===== config.mk =====
export PLATFORM = sky130hd
export DESIGN_NAME = cmd_fifo_port
export DESIGN_NICKNAME = d
export VERILOG_FILES = /design/src/rtl/cfi_pkg.sv /design/src/rtl/cfi_locality.sv /design/src/rtl/cfi_cmd_store.sv /design/src/rtl/cfi_stub_engine.sv /design/src/rtl/cmd_fifo_port.sv
export SDC_FILE = /design/constraint.sdc
export NUM_CORES = 1
export LEC_CHECK = 0
export ABC_AREA = 1
export CORE_MARGIN = 5
export CORE_UTILIZATION = 35
export DETAILED_ROUTE_END_ITERATION = 16
export GPL_ROUTABILITY_DRIVEN = 0
export RECOVER_POWER = 25
export SLEW_MARGIN = 20
export SYNTH_ARGS = -nofsm -noshare
export SYNTH_HDL_FRONTEND = slang
export SYNTH_SLANG_ARGS = --single-unit

===== constraint.sdc =====
create_clock -name clk -period 4.4 [get_ports clk]
set_clock_uncertainty 0.2 [all_clocks]
set_input_delay 0.66 -clock clk [delete_from_list [all_inputs] [get_ports clk]]
set_output_delay 0.66 -clock clk [all_outputs]
set_load 0.05 [all_outputs]

===== src/rtl/cfi_pkg.sv =====
package cfi_pkg;
    typedef enum logic [2:0] {
        ST_READY,
        ST_RECV,
        ST_FULL,
        ST_EXEC,
        ST_RESP
    } cfi_state_e;

    localparam logic [1:0] SEL_ACCESS = 2'd0;
    localparam logic [1:0] SEL_STATUS = 2'd1;
    localparam logic [1:0] SEL_FIFO   = 2'd2;
    localparam logic [1:0] SEL_ID     = 2'd3;

    localparam int F_VALID  = 7;
    localparam int F_READY  = 6;
    localparam int F_GO     = 5;
    localparam int F_AVAIL  = 4;
    localparam int F_EXPECT = 3;
    localparam int F_RETRY  = 1;

    localparam int A_VALID  = 7;
    localparam int A_ACTIVE = 5;
    localparam int A_REQ    = 0;

    localparam int HDR_LEN  = 6;
    localparam int RESP_LEN = 10;
    localparam int PW       = $clog2(RESP_LEN + 1);
    localparam logic [7:0] RESP_TAG_LO = 8'hC4;
endpackage


===== src/rtl/cfi_locality.sv =====
module cfi_locality
    import cfi_pkg::*;
(
    input  logic       clk,
    input  logic       rst_n,
    input  logic       acc_wr,
    input  logic [7:0] acc_byte,
    output logic       held
);
    always_ff @(posedge clk or negedge rst_n) begin
        if (!rst_n) begin
            held <= 1'b0;
        end else if (acc_wr) begin
            if (acc_byte[A_ACTIVE]) begin
                held <= 1'b0;
            end else if (acc_byte[A_REQ]) begin
                held <= 1'b1;
            end
        end
    end


    a_r1_grant_when_free: assert property (@(posedge clk) disable iff (!rst_n)
        (acc_wr && !held && acc_byte[A_REQ] && !acc_byte[A_ACTIVE]) |=> held);

    a_r2_release: assert property (@(posedge clk) disable iff (!rst_n)
        (acc_wr && acc_byte[A_ACTIVE]) |=> !held);
endmodule


===== src/rtl/cfi_cmd_store.sv =====
module cfi_cmd_store
    import cfi_pkg::*;
#(
    parameter int DEPTH = 64,
    localparam int CW = $clog2(DEPTH + 1),
    localparam int AW = $clog2(DEPTH)
) (
    input  logic          clk,
    input  logic          rst_n,
    input  logic          clear,
    input  logic          push,
    input  logic [7:0]    push_byte,
    input  logic [AW-1:0] rd_idx,
    output logic [7:0]    rd_byte,
    output logic [CW-1:0] count,
    output logic          last_push
);
    logic [7:0]    mem [DEPTH];
    logic [31:0]   len_q;
    logic [31:0]   len_nx;
    logic [CW-1:0] cnt_nx;

    assign cnt_nx = count + CW'(1);

    always_comb begin
        len_nx = len_q;
        if (count >= CW'(2) && count <= CW'(5)) begin
            len_nx = {len_q[23:0], push_byte};
        end
    end

    assign last_push = push &&
        ((cnt_nx >= CW'(HDR_LEN) && 32'(cnt_nx) >= len_nx) || cnt_nx == CW'(DEPTH));

    always_ff @(posedge clk or negedge rst_n) begin
        if (!rst_n) begin
            count <= '0;
            len_q <= '0;
        end else if (clear) begin
            count <= '0;
            len_q <= '0;
        end else if (push) begin
            count <= cnt_nx;
            len_q <= len_nx;
        end
    end

    always_ff @(posedge clk) begin
        if (push) begin
            mem[count[AW-1:0]] <= push_byte;
        end
    end

    assign rd_byte = mem[rd_idx];


    a_r5_count_bound: assert property (@(posedge clk) disable iff (!rst_n)
        count <= CW'(DEPTH));
endmodule


===== src/rtl/cfi_stub_engine.sv =====
module cfi_stub_engine
    import cfi_pkg::*;
#(
    parameter int EXEC_CYCLES = 8,
    parameter int CW = 7,
    localparam int TW = $clog2(EXEC_CYCLES + 1)
) (
    input  logic          clk,
    input  logic          rst_n,
    input  logic          start,
    input  logic          abort,
    input  logic [PW-1:0] rsp_idx,
    input  logic [7:0]    cmd_byte,
    input  logic [CW-1:0] cmd_count,
    output logic          done,
    output logic [7:0]    rsp_byte
);
    logic          busy;
    logic [TW-1:0] tick;

    always_ff @(posedge clk or negedge rst_n) begin
        if (!rst_n) begin
            busy <= 1'b0;
            tick <= '0;
        end else if (abort) begin
            busy <= 1'b0;
            tick <= '0;
        end else if (start) begin
            busy <= 1'b1;
            tick <= '0;
        end else if (busy) begin
            if (tick == TW'(EXEC_CYCLES - 1)) begin
                busy <= 1'b0;
            end else begin
                tick <= tick + TW'(1);
            end
        end
    end

    assign done = busy && (tick == TW'(EXEC_CYCLES - 1));

    always_comb begin
        rsp_byte = 8'h00;
        if (rsp_idx == PW'(1)) begin
            rsp_byte = RESP_TAG_LO;
        end else if (rsp_idx == PW'(5)) begin
            rsp_byte = 8'(RESP_LEN);
        end else if (rsp_idx >= PW'(HDR_LEN) && rsp_idx < PW'(RESP_LEN)
                     && CW'(rsp_idx) < cmd_count) begin
            rsp_byte = cmd_byte;
        end
    end


    a_r7_done_ends_run: assert property (@(posedge clk) disable iff (!rst_n)
        (done && !start) |=> !busy);
endmodule


===== src/rtl/cmd_fifo_port.sv =====
module cmd_fifo_port
    import cfi_pkg::*;
#(
    parameter int          DEPTH       = 64,
    parameter int          EXEC_CYCLES = 8,
    parameter logic [31:0] DEVICE_ID   = 32'h5A17_C0DE,
    localparam int CW = $clog2(DEPTH + 1),
    localparam int AW = $clog2(DEPTH)
) (
    input  logic        clk,
    input  logic        rst_n,
    input  logic        bus_wr,
    input  logic        bus_rd,
    input  logic [3:0]  bus_addr,
    input  logic [3:0]  bus_be,
    input  logic [31:0] bus_wdata,
    output logic [31:0] bus_rdata
);
    cfi_state_e    state, state_nx;
    logic          held;
    logic [CW-1:0] cmd_count;
    logic          last_push;
    logic [7:0]    cmd_byte;
    logic [7:0]    rsp_byte;
    logic          eng_done;
    logic [PW-1:0] rd_ptr;
    logic [7:0]    flags;
    logic [15:0]   burst;
    logic [31:0]   rd_word;
    logic [1:0]    sel;
    logic [7:0]    wbyte;
    logic          acc_wr, sts_wr, fifo_wr, fifo_rd;
    logic          abort, go, retry;
    logic          unused_bits;

    assign sel         = bus_addr[3:2];
    assign wbyte       = bus_wdata[7:0];
    assign unused_bits = ^{bus_addr[1:0], bus_wdata[31:8]};

    assign acc_wr  = bus_wr && sel == SEL_ACCESS && bus_be[0];
    assign sts_wr  = bus_wr && sel == SEL_STATUS && bus_be[0] && held;
    assign fifo_wr = bus_wr && sel == SEL_FIFO && bus_be[0] && held
                     && (state == ST_READY || state == ST_RECV);
    assign fifo_rd = bus_rd && sel == SEL_FIFO && bus_be[0] && held
                     && state == ST_RESP && rd_ptr < PW'(RESP_LEN);
    assign abort   = sts_wr && wbyte[F_READY];
    assign go      = sts_wr && !wbyte[F_READY] && wbyte[F_GO] && state == ST_FULL;
    assign retry   = sts_wr && !wbyte[F_READY] && wbyte[F_RETRY] && state == ST_RESP;

    cfi_locality u_loc (
        .clk      (clk),
        .rst_n    (rst_n),
        .acc_wr   (acc_wr),
        .acc_byte (wbyte),
        .held     (held)
    );

    cfi_cmd_store #(.DEPTH(DEPTH)) u_store (
        .clk       (clk),
        .rst_n     (rst_n),
        .clear     (abort),
        .push      (fifo_wr),
        .push_byte (wbyte),
        .rd_idx    (AW'(rd_ptr)),
        .rd_byte   (cmd_byte),
        .count     (cmd_count),
        .last_push (last_push)
    );

    cfi_stub_engine #(.EXEC_CYCLES(EXEC_CYCLES), .CW(CW)) u_eng (
        .clk       (clk),
        .rst_n     (rst_n),
        .start     (go),
        .abort     (abort),
        .rsp_idx   (rd_ptr),
        .cmd_byte  (cmd_byte),
        .cmd_count (cmd_count),
        .done      (eng_done),
        .rsp_byte  (rsp_byte)
    );

    always_ff @(posedge clk or negedge rst_n) begin
        if (!rst_n) state <= ST_READY;
        else        state <= state_nx;
    end

    always_comb begin
        state_nx = state;
        if (abort) begin
            state_nx = ST_READY;
        end else begin
            unique case (state)
                ST_READY: if (fifo_wr) state_nx = last_push ? ST_FULL : ST_RECV;
                ST_RECV:  if (fifo_wr && last_push) state_nx = ST_FULL;
                ST_FULL:  if (go) state_nx = ST_EXEC;
                ST_EXEC:  if (eng_done) state_nx = ST_RESP;
                ST_RESP:  state_nx = ST_RESP;
                default:  state_nx = ST_READY;
            endcase
        end
    end

    always_ff @(posedge clk or negedge rst_n) begin
        if (!rst_n) begin
            rd_ptr <= '0;
        end else if (abort || eng_done || retry) begin
            rd_ptr <= '0;
        end else if (fifo_rd) begin
            rd_ptr <= rd_ptr + PW'(1);
        end
    end

    always_comb begin
        flags           = 8'h00;
        flags[F_VALID]  = (state != ST_EXEC);
        flags[F_READY]  = (state == ST_READY);
        flags[F_EXPECT] = (state == ST_RECV);
        flags[F_AVAIL]  = (state == ST_RESP) && (rd_ptr < PW'(RESP_LEN));
        unique case (state)
            ST_READY: burst = 16'(DEPTH);
            ST_RECV:  burst = 16'(DEPTH) - 16'(cmd_count);
            ST_RESP:  burst = 16'(RESP_LEN) - 16'(rd_ptr);
            default:  burst = 16'h0000;
        endcase
    end

    always_comb begin
        unique case (sel)
            SEL_ACCESS: rd_word = {24'h0, 1'b1, 1'b0, held, 5'b0};
            SEL_STATUS: rd_word = {8'h00, burst, flags};
            SEL_FIFO:   rd_word = fifo_rd ? {24'h0, rsp_byte} : 32'h0;
            default:    rd_word = DEVICE_ID;
        endcase
    end

    always_ff @(posedge clk or negedge rst_n) begin
        if (!rst_n) begin
            bus_rdata <= '0;
        end else if (bus_rd) begin
            bus_rdata <= rd_word & {{8{bus_be[3]}}, {8{bus_be[2]}},
                                    {8{bus_be[1]}}, {8{bus_be[0]}}};
        end
    end


    a_r3_locked_out: assert property (@(posedge clk) disable iff (!rst_n)
        (bus_wr && sel == SEL_FIFO && !held) |=> $stable(cmd_count));

    a_r7_go_executes: assert property (@(posedge clk) disable iff (!rst_n)
        go |=> state == ST_EXEC);

    a_r8_ptr_bound: assert property (@(posedge clk) disable iff (!rst_n)
        rd_ptr <= PW'(RESP_LEN));

    a_r9_retry_rewinds: assert property (@(posedge clk) disable iff (!rst_n)
        retry |=> rd_ptr == '0);

    a_r10_abort_ready: assert property (@(posedge clk) disable iff (!rst_n)
        abort |=> (state == ST_READY && cmd_count == '0));
endmodule


# Yosys cells after proc, flatten, opt, wreduce, memory -nomap -nowiden
# Memories as Yosys holds them, arrays and structs flattened.
# Cells that the tools add are included.
dict set report totals {
  mem_bits_rw 512
  ff_bits 84
  mem_count 1
  in_bits 44
}
dict set report op_classes {
  eq_ne 16
  n_reduce_logical 42
  mux 32
  order_cmp 7
  addsub 5
  n_bitwise 1
}
# name words word_bits read_ports rd_clocked_by_memory_dff write_ports line_no
set mem_list {}
lappend mem_list {u_store.mem 64 8 1 0 1 cfi_cmd_store.sv:18} ;# logic [7:0] mem [DEPTH];
# op n
set op_table {}
lappend op_table {{2-to-1 mux 32 bit} 3}
lappend op_table {{one-hot mux 31 bit (3 select lines)} 1}
lappend op_table {{one-hot mux 16 bit (3 select lines)} 1}
lappend op_table {{bitwise AND 32 bit} 1}
lappend op_table {{>= comparator 7 x 32 -> 1 bit} 1}
lappend op_table {{2-to-1 mux 8 bit} 4}
lappend op_table {{logical AND 1 bit} 28}
lappend op_table {{2-to-1 mux 4 bit} 6}
lappend op_table {{2-to-1 mux 3 bit} 5}
lappend op_table {{one-hot mux 3 bit (5 select lines)} 1}
lappend op_table {{2-to-1 mux 7 bit} 2}
lappend op_table {{!= test 3 bit (second input constant)} 3}
lappend op_table {{adder 4 x 1 -> 4 bit (second input constant)} 2}
lappend op_table {{equality test 4 x 3 -> 1 bit (second input constant)} 2}
lappend op_table {{2-to-1 mux 1 bit} 8}
lappend op_table {{subtractor 7 x 7 -> 8 bit (first input constant)} 1}
lappend op_table {{adder 7 x 1 -> 7 bit (second input constant)} 1}
lappend op_table {{equality test 7 bit (second input constant)} 1}
lappend op_table {{>= comparator 7 x 2 -> 1 bit (second input constant)} 1}
lappend op_table {{>= comparator 7 x 3 -> 1 bit (second input constant)} 1}
lappend op_table {{less-or-equal comparator 7 x 3 -> 1 bit (second input constant)} 1}
lappend op_table {{less-than comparator 4 x 7 -> 1 bit} 1}
lappend op_table {{equality test 3 x 2 -> 1 bit (second input constant)} 2}
lappend op_table {{!= test 3 x 1 -> 1 bit (second input constant)} 2}
lappend op_table {{other kinds (18)} 24}

# Longest topological paths before layout
# Gate-level depths: netlist of run 1.
dict set report logic_depth {
  word_depth 11
  ltp_mapped 24
  depth_no_buf 23
}

# By module
# A second synthesis of run 1 with hierarchy kept.
dict set report hier_totals {
  hier_cells 2260
  hier_area_um2 25149.1
}
# mod n_inst area_each_um2 seq_area_each_um2 cells_per_inst
set modules_own_cells {}
lappend modules_own_cells {cfi_cmd_store 1 22711.8 16350.7 1911}
lappend modules_own_cells {cmd_fifo_port 1 1858.0 650.6 258}
lappend modules_own_cells {cfi_stub_engine 1 531.8 125.1 84}
lappend modules_own_cells {cfi_locality 1 47.5 25.0 7}

# Least setup slack after synthesis of run 1
# Ideal clock, no wire load.
dict set report synth_path {
  path_kind {register -> register}
  startpoint {reg u_store.count[1]}
  endpoint {reg state[2]}
  path_buffers 2
  setup_slack_ns 1.328
  required_time_ns 4.131
  t_arrival_ns 2.803
  path_stages_with_launch 23
  cell_sequence {dfrtp_1 inv_2 ha_1 inv_1 nand2_1 nor2_1 nor2_2 nand2_4 buf_6 clkbuf_1 o21ai_0 ha_1 a21boi_0 o21bai_1 a21oi_1 o21ai_0 nand2_1 nand3_1 nand2_1 nand2_2 a21oi_2 nand2_1 nor2_2}
}
dict set report synth_via {
  elab_chain_cells 10
}
# element line_no
set synth_lines {}
lappend synth_lines {{from (decl)} cfi_cmd_store.sv:15} ;# output logic [CW-1:0] count,
lappend synth_lines {{from (signal assigned)} cfi_cmd_store.sv:43} ;# count <= cnt_nx;
lappend synth_lines {{>= comparator 7 x 2 -> 1 bit or less-or-equal comparator 7 x 3 -> 1 bit (tied branches)} cfi_cmd_store.sv:27} ;# if (count >= CW'(2) && count <= CW'(5)) begin
lappend synth_lines {{logical AND 1 bit} cfi_cmd_store.sv:27}
lappend synth_lines {{2-to-1 mux 32 bit} cfi_cmd_store.sv:27}
lappend synth_lines {{>= comparator 7 x 32 -> 1 bit} cfi_cmd_store.sv:33} ;# ((cnt_nx >= CW'(HDR_LEN) && 32'(cnt_nx) >= len_nx) || cnt_nx == CW'(DEPTH));
lappend synth_lines {{logical AND 1 bit} cfi_cmd_store.sv:33}
lappend synth_lines {{logical OR 1 bit (*)} cfi_cmd_store.sv:33}
lappend synth_lines {{logical AND 1 bit (*)} cfi_cmd_store.sv:32} ;# assign last_push = push &&
lappend synth_lines {{logical AND 1 bit (*)} cmd_fifo_port.sv:94} ;# ST_RECV: if (fifo_wr && last_push) state_nx = ST_FULL;
lappend synth_lines {{!= test 3 x 1 -> 1 bit (no line) (*)} --}
lappend synth_lines {{AND reduction 4 bit (no line) (*)} --}
lappend synth_lines {{to (signal assigned)} cmd_fifo_port.sv:84} ;# else state <= state_nx;
lappend synth_lines {{to (decl)} cmd_fifo_port.sv:19} ;# cfi_state_e state, state_nx;
# Mark *: on every way between the ends. The rest lies on a longest branch, timed or not.
# A chain may end at the register's enable or synchronous reset.

# Worst setup path in the final report of run 1
dict set report layout_path {
  startpoint {in bus_wdata[0]}
  endpoint {reg state[0]}
}
dict set report layout_via {
  elab_chain_cells 9
}
# element line_no
set layout_lines {}
lappend layout_lines {{from (decl)} cmd_fifo_port.sv:16} ;# input logic [31:0] bus_wdata,
lappend layout_lines {{2-to-1 mux 32 bit (*)} cfi_cmd_store.sv:27}
lappend layout_lines {{>= comparator 7 x 32 -> 1 bit (*)} cfi_cmd_store.sv:33}
lappend layout_lines {{logical AND 1 bit (*)} cfi_cmd_store.sv:33}
lappend layout_lines {{logical OR 1 bit (*)} cfi_cmd_store.sv:33}
lappend layout_lines {{logical AND 1 bit (*)} cfi_cmd_store.sv:32}
lappend layout_lines {{2-to-1 mux 2 bit} cmd_fifo_port.sv:93} ;# ST_READY: if (fifo_wr) state_nx = last_push ? ST_FULL : ST_RECV;
lappend layout_lines {{2-to-1 mux 3 bit} cmd_fifo_port.sv:93}
lappend layout_lines {{one-hot mux 3 bit (5 select lines)} cmd_fifo_port.sv:92} ;# unique case (state)
lappend layout_lines {{2-to-1 mux 3 bit} cmd_fifo_port.sv:89} ;# if (abort) begin
# Mark *: on every way between the ends. The rest lies on a longest branch, timed or not. The select of a mux whose other input is x is not followed.

==> impl_metrics.yaml, run 1 <==
placed_design:
  placed_cell_area_sq_um: 10270
  dp_cells: 1332
  portBuffers: 45
  dp_hpwl_um: 15450
power:
  ir_worst_vdd_mv: 0.3570
  p_int_mw: 3.716
  pwr-share-comb: 0.357
  p_leak_nw: 4.480
  clock_power_share: 0.258
  power.share.switching: 0.3928
  powerDensity_nw_per_um2: 564.2
  seq_power_share: 0.384
  p_switching_mw: 2.404
routing:
  drtAntennaViolNets: 0
  vias_per_cell: 5.174
  wl_per_cell_um: 17.13
  drt_iter0_drc: 701
  firstDrtPassIters: 6
  wirelength_um: 23370
  drc: 0
  vias: 7058
floorplanning:
  io_pins: 76
  num_rows: 60
  die-area_sq_um: 30280
  core-area_sq_um: 26730
  dieHeight_um: 174.0
  start_util: 0.3522
  die_w_um: 174.0
critical_path:
  crit_path_start: "bus_wdata[0]"
  path_buf_inv: 3
  timing.rr.start: "u_store.count[1]"
  start_kind: "input pin"
  crit_required_ns: 4.58
  worst_setup_path_end_kind: "register"
  path_class: "input pin to register"
  arrival_ns: 3.59
  cp_max_fo: 18
  cp_slowest_cell: "clkbuf_1"
  cp_top_family: "buffers and inverters"
  cp_common_cell: "nand2_1"
  critical_path.max_stage_delay_ns: 0.72
  crit_chain: "dlygate4sd3_1, clkbuf_1, nor2_1, a21oi_1, ha_1, inv_1, a21boi_0, o21bai_1, a21oi_1, o21ai_0, nand2_1, nand3_1, nand2_1, nand2_2, nand2_1, nand2_1, nand3_1, nand2_1"
sta:
  grt_setup_unrepaired: "no"
  min_period_ns: 3.412
  period_share: 0.7755
  fmax_mhz: 293.1
  tightest_slew_ns: 1.857
  finalHoldViolations: 0
  setup_tns_ns: 0
  slew_headroom: -0.2382
  maxSlewViolCount: 72
  setup_viol_count_final: 0
yosys:
  yosys-top-cells-count: "nand2_1 (235), edfxtp_1 (128), inv_1 (84), dfrtp_1 (71), nor2_1 (64)"
  synth-compound-area-share: 0.1377
  synth.distinct_cells: 49
  yosysMostFrequentCell: "nand2_1"
  synth_edf_count: 128
  synthAdderAreaFrac: 0.02392
  synth_top_area_share: 0.4083
  synth_mux_area_frac: 0
  syn_inst: 964
  synthFlopType: "edfxtp_1"
  synth.area.top_cells: "edfxtp_1 (41%), dfrtp_1 (19%), nand2_1 (9.4%)"
  yosysTopAreaCell: "edfxtp_1"
  syn_avg_cell_area_sq_um: 9.766
  synth_top_family_by_area: "simple AND/OR/NAND/NOR gates"
  ys_seq_area_frac: 0.5970
  yosys_warnings: 0
  postSynth.asyncResetShare: 0.3568
  syn_area_sq_um: 9414
  yosys.area_share.xor_xnor: 0.0009304
  synth-simple-area-share: 0.1705
  ys_ff_latch: 199
clock_tree:
  clk_path_buf_depth: 2
  cts_hold_buf: 0
  clkTransAtPathRegs_ns: 0.08
  htreeDepth: 4
  cts_tree: "built"
  cts_root_buf: "clkbuf_16"
  cts-buffers-inserted: 17
  post_cts_resized: 0
  cts.sinks: 199
  insertion_delay_ns: 0.44
  cts_setup_buffers: 0
finish:
  syn_to_final_growth_pct: 15.22
  instances_no_fill: 1364
  fin_area_sq_um: 10850
  fin_nets: 1072
  antenna_cells: 0
  post-route-util: 0.4059
  drive_gt1_frac: 0.08016
grt:
  grt_max_degree: 72
  gr-usage-all-layers: 0.1556
  grt_pass1_vias: 6865
  grt-ovfl-total: 0
  antenna_found_initial: 0
  grt_pass1_wl_um: 37370
run_status:
  outcome: "complete, but fails checks"
  failed_checks: "max-capacitance violations, max-slew violations"
job:
  cap_violations: 1
min_path:
  min_path_type: "register to register"
  holdCritStartpoint: "bus_rdata[4]"
==> stage by stage <==
step | worst slack [ns] | power (mW) | hold slack (ns)
2_1_floorplan | 1.329 | 4.051 | 0.1644
3_3_place_gp | 1.039 | 4.539 | 0.2662
3_5_place_dp | 0.9971 | 4.576 | 0.2774
4_1_cts | 1.079 | 6.151 | 0.1959
5_1_grt | 0.7280 | 6.555 | 0.3114
6_report | 0.9876 | 6.120 | 0.2905
==> state kept, by name, summed over array words and instances (netlist names) <==
register,cells
u_store.count,7
u_eng.busy,1
u_loc.held,1
state,3
u_eng.tick,4
u_store.mem,128
rd_ptr,4
bus_rdata,19
u_store.len_q,32
==> tightest hold or removal path, cell delays in order, from the launching register on <==
cell and delay [ns]:
dfrtp_1 0.35, nand2_1 0.06, nand2_1 0.05
==> kinds of logic (layout without fill, tap and decap cells) <==
kind of cell / count (synthesis) / count (layout)
simple gates: 387 / 387
compound gates: 210 / 210
flops: 199 / 199
buf+inv: 148 / 204
fa+ha+maj: 18 / 18
other cells: 1 / 4
xor+xnor: 1 / 1
==> path summary, 6_finish.rpt <==
check | to | slack, ns | cells past startpoint
setup / recovery | state[0] | 0.99 | 18
hold / removal | bus_rdata[4] | 0.29 | 2
setup reg to reg | state[0] | 1.06 | 21
hold reg to reg | bus_rdata[4] | 0.29 | 2
max in group asynchronous | rd_ptr[0] | 2.23 | 1
min in group asynchronous | u_store.len_q[30] | 0.50 | 1
==> layer usage <==
layer  up-vias  routed length (um)  GRT usage
li1       3426                   -          -
met1      3453               10890     0.2111
met2       159               11140     0.2601
met3        20                1095    0.03306
met4         0                 245    0.03101
met5         -                   0          0
==> placed cells by master, fill, tap and decap left out, drive strengths merged, types with 2 or more instances in the layout <==
master	Yosys	final
a21oi	59	59
nor2	69	69
a21boi	2	2
a22oi	10	10
or2	2	2
a32oi	3	3
nand4	6	6
a22o	6	6
nand3	61	61
o211ai	8	8
o221ai	4	4
a32o	9	9
a31oi	2	2
nand2	238	238
inv	91	99
buf	34	30
dfrtp	71	71
clkinv	2	7
nor3	10	10
a221oi	4	4
o2111ai	2	2
clkdlybuf4s50	0	39
conb	1	4
o22ai	33	33
a221o	2	2
dlygate4sd3	0	5
edfxtp	128	128
clkbuf	21	22
ha	18	18
o21ai	60	60
==> power groups by stage <==
stage	Sequential (mW)	Clock, mW	Combinational (mW)
CTS	2.35	1.60	2.20
global placement	2.38	0	2.16
detailed placement	2.39	0	2.19
finish	2.35	1.58	2.19
global route	2.38	1.67	2.50
floorplan	2.35	0	1.70
==> cell type report <==
cell class                 count  area (sq um)
fill                        2544         15880
sequential                   199          5622
multi-input combinational    620          3151
timing repair buffer          79         698.2
tap                          341         426.7
clock buffer                  17         425.4
inverter                      93         351.6
clock inverter                15         172.7
Note: power is estimated with default switching activity, not from simulation.
==> run 2: changes to the inputs <==
==> constraint.sdc (replaced) <==
create_clock -name clk -period 3.4 [get_ports clk]
set_clock_uncertainty 0.2 [all_clocks]
set_input_delay 0.51 -clock clk [delete_from_list [all_inputs] [get_ports clk]]
set_output_delay 0.51 -clock clk [all_outputs]
set_load 0.05 [all_outputs]
==> impl_metrics.yaml, run 2 (synthesis gave the netlist of run 1 again) <==
clock_tree:
  cts_tree: "built"
  clk_path_buf_depth: 2
  cts_root_buf: "clkbuf_16"
  htreeDepth: 4
  insertion_delay_ns: 0.44
  clkTransAtPathRegs_ns: 0.08
  cts.sinks: 199
  cts_hold_buf: 0
  cts-buffers-inserted: 17
sta:
  min_period_ns: 3.050
  setup_viol_count_final: 0
  maxSlewViolCount: 72
  period_share: 0.8970
  slew_headroom: -0.2272
  finalHoldViolations: 0
  fmax_mhz: 327.9
  tightest_slew_ns: 1.841
power:
  p_leak_nw: 4.556
  power_mw: 8.006
  ir_worst_vdd_mv: 0.3575
  powerDensity_nw_per_um2: 729.0
routing:
  wirelength_um: 23640
  firstDrtPassIters: 6
  vias_per_cell: 5.132
  drt_iter0_drc: 632
  drtAntennaViolNets: 0
  drc: 0
  wl_per_cell_um: 17.13
  vias: 7082
finish:
  antenna_cells: 0
  layout_commonest_cell: "nand2_1"
  syn_to_final_growth_pct: 16.65
  instances_no_fill: 1380
  largest_register_ffs: 128
  drive_gt1_frac: 0.09528
  fin_nets: 1088
  layout_common_cells: "nand2_1 (235), edfxtp_1 (128), inv_1 (84)"
grt:
  grt-ovfl-total: 0
  gr-usage-met2: 0.2525
  grt-busiest-layer: "met2"
  met3_usage: 0.02479
  gr-usage-all-layers: 0.1547
  grt_pass1_wl_um: 37180
  grt_pass1_vias: 6896
  grt_max_degree: 72
  grt.met1_usage: 0.2060
  antenna_found_initial: 0
critical_path:
  crit_path_start: "u_store.count[3]"
  timing.rr.start: "u_store.count[3]"
  cp_max_fo: 14
  start_kind: "register"
  arrival_ns: 3.24
  path_class: "register to register"
  crit_required_ns: 3.59
  worst_setup_path_end_kind: "register"
min_path:
  min_path_type: "register to register"
  holdCritStartpoint: "bus_rdata[3]"
placed_design:
  dp_hpwl_um: 15570
  dp_cells: 1346
  portBuffers: 45
run_status:
  outcome: "complete, but fails checks"
  failed_checks: "max-capacitance violations, max-slew violations"
floorplanning:
  core-area_sq_um: 26730
  io_pins: 76
  die-area_sq_um: 30280
  start_util: 0.3522
  dieHeight_um: 174.0
  die_w_um: 174.0
  num_rows: 60
job:
  cap_violations: 1
[run 2: area by class of cell]
cell class,count,area [sq um]
clock buffer,17,425.4
multi-input combinational,620,3151
fill,2576,15740
sequential,199,5623
clock inverter,15,178.9
timing repair buffer,95,825.8
tap,341,426.7
inverter,93,351.6
[run 2: path summary, 6_finish.rpt]
path | end | slack (ns) | cells after the start
max reg2reg | state[0] | 0.35 | 17
max in group asynchronous | rd_ptr[0] | 1.42 | 1
max | state[0] | 0.35 | 17
min in group asynchronous | u_store.len_q[26] | 0.34 | 1
min reg2reg | bus_rdata[3] | 0.29 | 2
min | bus_rdata[3] | 0.29 | 2
[run 2: metal layers]
layer | part of all wire | routed length (um)
met5 | 0 | 0
met4 | 0.028 | 661
met3 | 0.052 | 1233
met2 | 0.47 | 11020
met1 | 0.45 | 10730
[run 2: metrics by stage]
step           hold slack (ns)  cell area [sq um]  utilization  setup WS, ns  setup TNS (ns)
3_3_place_gp            0.2675              10370       0.3881        0.3342               0
4_1_cts                0.03708              10980       0.4107        0.3091               0
2_1_floorplan          0.01441               9425            -        0.3285               0
3_5_place_dp            0.2669              10370       0.3881        0.3366               0
5_1_grt                 0.3041              10980       0.4109     -0.004978       -0.007542
6_report                0.2881              10980       0.4109        0.3503               0
[run 2: critical path: stages, from the launching register on]
cell and delay, ns:
dfrtp_1 0.50, nor2_4 0.18, nand2_4 0.12, nor2_4 0.17, nand2_4 0.13, buf_4 0.20, o21ai_0 0.25, ha_1 0.30
a21o_1 0.16, o21ai_0 0.16, nand2_1 0.07, nand3_1 0.09, nand2_1 0.07, nand2_2 0.11, nand2_1 0.07, nand2_1 0.06
nand3_1 0.07, nand2_1 0.06
[run 2: repair_timing]
| action | CTS | global route |
|---|---|---|
| setup endpoints to repair | 0 | 3 |
| buffers inserted | 0 | 2 |
| gates resized for setup | 0 | 2 |
[run 2: power by group]
| part | internal, mW | switching, mW | total, mW |
|---|---|---|---|
| logic | 0.999 | 1.92 | 2.92 |
| clock network | 1.06 | 1.01 | 2.06 |
| registers | 2.81 | 0.208 | 3.02 |
| total | 4.87 | 3.14 | 8.01 |
